File: src/rtl/pwd_pkg.sv
package pwd_pkg;
    localparam logic [31:0] IO_BASE    = 32'h8000_0000;
    localparam logic [31:0] IO_SPAN    = 32'h0080_0000;
    localparam logic [31:0] CFG_BASE   = 32'h8080_0000;
    localparam logic [31:0] CFG_SPAN   = 32'h0040_0000;
    localparam logic [31:0] MEM_BASE   = 32'hC000_0000;
    localparam logic [31:0] MEM_SPAN   = 32'h3F00_0000;
    localparam logic [31:0] IACK_ADDR  = 32'hBFFF_FFF0;
    localparam logic [31:0] BM_RAM_BASE = 32'h8000_0000;
    localparam logic [31:0] PORT_CIDX  = 32'h0000_0CF8;
    localparam logic [31:0] PORT_CDATA = 32'h0000_0CFC;
    localparam int          SEL_LSB    = 11;
    localparam int          SEL_COUNT  = 11;

    typedef enum logic [2:0] {
        RG_NONE = 3'd0, RG_CFG = 3'd1, RG_IO = 3'd2, RG_IO_CIDX = 3'd3,
        RG_IO_CDATA = 3'd4, RG_MEM = 3'd5, RG_IACK = 3'd6
    } region_e;

    typedef enum logic [1:0] {
        BT_NONE = 2'd0, BT_RAM = 2'd1, BT_PCIMEM = 2'd2
    } bm_tgt_e;

    typedef struct packed {
        logic        valid;
        region_e     region;
        logic [31:0] addr;
        logic [4:0]  dev;
        logic [2:0]  func;
        logic [7:0]  regno;
    } out_s;

    typedef struct packed {
        logic        valid;
        bm_tgt_e     tgt;
        logic [31:0] addr;
    } bm_s;

    function automatic logic in_win(logic [31:0] a, logic [31:0] base, logic [31:0] span);
        logic [32:0] lo, hi;
        lo = {1'b0, base};
        hi = {1'b0, base} + {1'b0, span};
        return ({1'b0, a} >= lo) && ({1'b0, a} < hi);
    endfunction
endpackage

File: src/rtl/pwd_cfg_xlate.sv
module pwd_cfg_xlate #(
    parameter int LSB  = 11,
    parameter int NSEL = 11
) (
    input  logic [LSB+NSEL-1:0] addr,
    output logic [4:0]          dev,
    output logic [31:0]         cfg_addr
);
    localparam logic [31:0] LOW_MASK = (32'd1 << LSB) - 32'd1;

    always_comb begin
        dev = 5'(NSEL);
        for (int i = NSEL - 1; i >= 0; i--) begin
            if (addr[LSB+i]) dev = 5'(i);
        end
        cfg_addr = (32'(addr) & LOW_MASK) | (32'(dev) << LSB);
    end
endmodule

File: src/rtl/pwd_io_xlate.sv
module pwd_io_xlate #(
    parameter int PAGE_LSB = 12,
    parameter int KEEP_LO  = 5,
    parameter int OFF_W    = 23,
    parameter int CONT_W   = 16
) (
    input  logic [OFF_W-1:0] offset,
    input  logic             sparse,
    output logic [31:0]      io_addr
);
    localparam int          SHIFT   = PAGE_LSB - KEEP_LO;
    localparam logic [31:0] LO_MASK = (32'd1 << KEEP_LO) - 32'd1;
    localparam logic [31:0] PG_MASK = ((32'd1 << OFF_W) - 32'd1) & ~((32'd1 << PAGE_LSB) - 32'd1);
    localparam logic [31:0] CT_MASK = (32'd1 << CONT_W) - 32'd1;

    logic [31:0] off_w;
    assign off_w = 32'(offset);

    always_comb begin
        if (sparse) io_addr = (off_w & LO_MASK) | ((off_w & PG_MASK) >> SHIFT);
        else        io_addr = off_w & CT_MASK;
    end
endmodule

File: src/rtl/pwd_bm_xlate.sv
module pwd_bm_xlate
    import pwd_pkg::*;
(
    input  logic [31:0] addr,
    output bm_tgt_e     tgt,
    output logic [31:0] xaddr
);
    always_comb begin
        if (addr >= BM_RAM_BASE) begin
            tgt   = BT_RAM;
            xaddr = addr - BM_RAM_BASE;
        end else if (addr < MEM_SPAN) begin
            tgt   = BT_PCIMEM;
            xaddr = addr;
        end else begin
            tgt   = BT_NONE;
            xaddr = '0;
        end
    end
endmodule

File: src/rtl/pci_win_decode.sv
module pci_win_decode
    import pwd_pkg::*;
#(
    parameter bit OUT_REG = 1'b1
) (
    input  logic        clk,
    input  logic        rst,
    input  logic        req_valid,
    input  logic [31:0] req_addr,
    input  logic [2:0]  req_size,
    input  logic        req_write,
    input  logic        io_sparse,
    input  logic        bm_valid,
    input  logic [31:0] bm_addr,
    output logic        out_valid,
    output logic [2:0]  out_region,
    output logic [31:0] out_addr,
    output logic [7:0]  cfg_bus,
    output logic [4:0]  cfg_dev,
    output logic [2:0]  cfg_func,
    output logic [7:0]  cfg_reg,
    output logic        bm_out_valid,
    output logic [1:0]  bm_out_tgt,
    output logic [31:0] bm_out_addr
);
    localparam int IO_OFF_W = $clog2(IO_SPAN);

    logic [4:0]  sel_dev;
    logic [31:0] sel_addr;
    logic [31:0] io_off;
    logic [31:0] io_port;
    bm_tgt_e     bm_tgt;
    logic [31:0] bm_x;
    out_s        d, q;
    bm_s         db, qb;

    assign io_off = req_addr - IO_BASE;

    pwd_cfg_xlate #(.LSB(SEL_LSB), .NSEL(SEL_COUNT)) u_cfg (
        .addr     (req_addr[SEL_LSB+SEL_COUNT-1:0]),
        .dev      (sel_dev),
        .cfg_addr (sel_addr)
    );

    pwd_io_xlate #(.OFF_W(IO_OFF_W)) u_io (
        .offset  (io_off[IO_OFF_W-1:0]),
        .sparse  (io_sparse),
        .io_addr (io_port)
    );

    pwd_bm_xlate u_bm (
        .addr  (bm_addr),
        .tgt   (bm_tgt),
        .xaddr (bm_x)
    );

    always_comb begin
        d        = '0;
        d.region = RG_NONE;
        d.valid  = req_valid;
        if (req_valid) begin
            if (in_win(req_addr, CFG_BASE, CFG_SPAN)) begin
                d.region = RG_CFG;
                d.addr   = sel_addr;
                d.dev    = sel_dev;
                d.func   = req_addr[10:8];
                d.regno  = req_addr[7:0];
            end else if (in_win(req_addr, IO_BASE, IO_SPAN)) begin
                d.addr = io_port;
                if (io_port == PORT_CIDX)       d.region = RG_IO_CIDX;
                else if (io_port == PORT_CDATA) d.region = RG_IO_CDATA;
                else                            d.region = RG_IO;
            end else if (in_win(req_addr, MEM_BASE, MEM_SPAN)) begin
                d.region = RG_MEM;
                d.addr   = req_addr - MEM_BASE;
            end else if (req_addr == IACK_ADDR && req_size == 3'd1 && !req_write) begin
                d.region = RG_IACK;
            end
        end
    end

    always_comb begin
        db       = '0;
        db.tgt   = BT_NONE;
        db.valid = bm_valid;
        if (bm_valid) begin
            db.tgt  = bm_tgt;
            db.addr = bm_x;
        end
    end

    generate
        if (OUT_REG) begin : g_stage
            always_ff @(posedge clk) begin
                if (rst) begin
                    q  <= '0;
                    qb <= '0;
                end else begin
                    q  <= d;
                    qb <= db;
                end
            end
        end else begin : g_bypass
            assign q  = d;
            assign qb = db;
        end
    endgenerate

    assign out_valid    = q.valid;
    assign out_region   = q.region;
    assign out_addr     = q.addr;
    assign cfg_bus      = 8'd0;
    assign cfg_dev      = q.dev;
    assign cfg_func     = q.func;
    assign cfg_reg      = q.regno;
    assign bm_out_valid = qb.valid;
    assign bm_out_tgt   = qb.tgt;
    assign bm_out_addr  = qb.addr;
endmodule

File: config.mk
export PLATFORM = sky130hd
export DESIGN_NAME = pci_win_decode
export DESIGN_NICKNAME = d
export VERILOG_FILES = /design/src/rtl/pwd_pkg.sv /design/src/rtl/pwd_cfg_xlate.sv /design/src/rtl/pwd_io_xlate.sv /design/src/rtl/pwd_bm_xlate.sv /design/src/rtl/pci_win_decode.sv
export SDC_FILE = /design/constraint.sdc
export NUM_CORES = 1
export LEC_CHECK = 0
export BUFFER_PORTS_ARGS = -buffer_cell sky130_fd_sc_hd__buf_2
export CORE_UTILIZATION = 30
export DETAILED_ROUTE_END_ITERATION = 10
export GPL_TIMING_DRIVEN = 0
export PLACE_DENSITY = 0.65
export RECOVER_POWER = 50
export SYNTH_ARGS = -nofsm -noshare
export SYNTH_HDL_FRONTEND = slang
export SYNTH_SLANG_ARGS = --single-unit
export TNS_END_PERCENT = 20
File: constraint.sdc
create_clock -name clk -period 2.8 [get_ports clk]
set_clock_uncertainty 0.1 [all_clocks]
set_input_delay 0.42 -clock clk [delete_from_list [all_inputs] [get_ports clk]]
set_output_delay 0.42 -clock clk [all_outputs]
set_load 0.02 [all_outputs]
==> metrics <==
Synth area leader dfxtp_1; Die H 101 µm; first-iteration detailed-routing DRC count 82; GRT Util Overall roughly 16%; # fillers roughly 1000; met1 Usage GRT 19.8%; M3 GR Usage under 10%; Routed WL per cell about 14 µm; CTS tree built; Seq/Total Area, Yosys 58.4%; Buf/Inv on CP 1; worst hold slack 167 ps; RSZ-0062 raised after global routing false; status completed; Critical Path RT 2940 ps; EDFF count, synth 0; area taken by multi-input logic gates around 1100 µm²; Mapped Area 2950 µm²; row count 35; clock sink count 86; layout cells sized above 1 ~25%; Max Clk Rate 0.425 GHz; final period utilization between 80% and 90%; HPWL Detailed approximately 6400 µm; drt pass-1 iters 4; Avg Cell Area, Syn roughly 11 µm²; post-synthesis register bit count 86; core area between 9000 and 10000 µm²; Layout Nets approximately 530; Hold EP bm_out_addr[4]$_SDFF_PP0_; fin crit period between 2000 and 2500 ps; CTS Hold Bufs 0; Routed Antenna Nets 0; Max-cap violations 0; pwr/cell area 594 nW/µm²; min-delay worst type input port to register; drt drc 0; initial antenna violation count 0; Synth Flop Type dfxtp_1; crit end category register; H-Tree Depth 3; leak pwr around 0.0017 µW; slew margin rel. 23.6%; crit-path max cell delay 900 ps; CP max stage cell o21ai_0; Hold Path Origin bm_addr[4]; Crit Path Max Fanout 8; Resize count post-CTS 0; total number of vias around 2600; Yosys warnings 0; global route hottest layer met2; Final setup viols 0; n_diodes 0; I/O Pins 168; # port buffers between 150 and 200; ys async rst share 0%; delay-heaviest family, CP compound AO/OA/AOI/OAI gates; grt ovf 0; Reg area roughly 1700 µm²; Die ar. 10200 µm²; post-synth top area share between 50 and 60%; worst hold path depth 2; final setup TNS 0 ps; Syn Inst Count around 270; worst path cell trace clkbuf_1, nand4_1, o21ai_0, nor2_1, a41o_1, a221o_1; vias in the first global route approximately 2500; post-route cell area just over 4000 µm²; VDD IR max between 200 and 250 µV; Initial Util around a third; final wirelength between 8000 and 9000 µm; Hold Violations, Final 0; largest net degree at the start of global routing 16; first-pass GRT wire length 12200 µm; GR Util met2 around a quarter; vias per cell 4.37; clock buffer count from CTS 9; Max clock buf depth 2; Die Width 101 µm; setup bufs post-CTS 0; Cell Area, Placed just under 4000 µm²; Finished Layout Cells between 500 and 600; clk root buf clkbuf_8; Slew Limit Fails 0; Distinct cells, synth 47; critical path class input port to register; P&R area growth vs syn 37.1%; gpl congestion approximately 0.89; Tightest Pin Transition ~1100 ps; CP Data Arrival Time around 2500 ps; clock-pin slew on the worst setup and hold paths around 90 ps; CP startpoint kind input port; cells taking the most area after synthesis dfxtp_1 (58%), and2_1 (13%), buf_4 (2.3%), a32o_1 (1.7%), nor3_1 (1.5%); Placed Cells 570
==> logic make-up (layout without fill, tap and decap cells) <==
group,count (synthesis),in the layout,synth area share [%]
compound gates,34,34,9.72
fa+ha+maj,2,2,0.848
buf+inv,22,196,4.24
flops,86,86,58.4
other cells,1,10,0.127
simple gates,129,129,26.7
==> final cells by class <==
class	count	area share, %
well taps	129	3.99
flip-flops and latches	86	42.6
clock buffers	10	3.40
multi-input cells	175	28.1
clock inverters	6	1.73
plain buffers	17	2.60
inverters	5	0.464
repair buffers	158	17.1
==> metal layers <==
metal / up-vias / share of wire (%)
met3: 12 / 6.7
met4: 0 / 1.8
li1: 1277 / -
met5: - / 0
met1: 1166 / 43
met2: 104 / 48
==> worst max path at each step <==
stage | start | end | depth (start not counted)
floorplan | req_addr[4] | out_addr[12]$_SDFF_PP0_ | 7
finish | req_addr[26] | out_addr[12]$_SDFF_PP0_ | 6
detailed placement | req_addr[4] | cfg_func[2]$_SDFF_PP0_ | 8
CTS | req_addr[4] | cfg_reg[0]$_SDFF_PP0_ | 8
global route | req_addr[26] | out_addr[14]$_SDFF_PP0_ | 6
global placement | req_addr[20] | cfg_func[0]$_SDFF_PP0_ | 8
==> power by group <==
group          leakage, µW  total (µW)  internal (µW)  switching (µW)
Clock            0.0000951         894            441             452
Sequential        0.000700        1260           1250            8.09
Combinational     0.000942         247           93.4             153
Total              0.00174        2400           1790             614
==> metrics by stage <==
| step | utilization (%) | power (µW) | setup WS, ps |
|---|---|---|---|
| 2_1_floorplan | - | 1420 | 437 |
| 3_3_place_gp | 42.0 | 1540 | 177 |
| 3_5_place_dp | 42.0 | 1550 | 126 |
| 4_1_cts | 44.2 | 2440 | 495 |
| 5_1_grt | 43.2 | 2510 | 270 |
| 6_report | 43.2 | 2400 | 448 |
==> layout by cell type (no fill, tap or decap), types with 8 or more instances in the layout <==
| master | n |
|---|---|
| clkbuf_8 | 10 |
| clkbuf_1 | 85 |
| nor2_1 | 11 |
| and2_1 | 59 |
| buf_4 | 9 |
| conb_1 | 10 |
| nor3_1 | 9 |
| buf_2 | 80 |
| nand2_1 | 8 |
| dfxtp_1 | 86 |
==> synth_stat cells, drive strengths merged (2+ instances only) <==
cell    count
nand2       9
nand4       4
nand3       7
and2       60
o211ai      2
and3b       2
ha          2
a21oi       6
nor2       11
buf        11
nor4        3
inv         5
or4         7
dfxtp      86
a221o       3
and3        4
nor3b       2
a31oi       5
clkbuf      6
o31ai       2
nor2b       4
o21bai      2
nor3        9
or2         3
o21a        2
a32o        5
(Power assumes the default switching activity.)
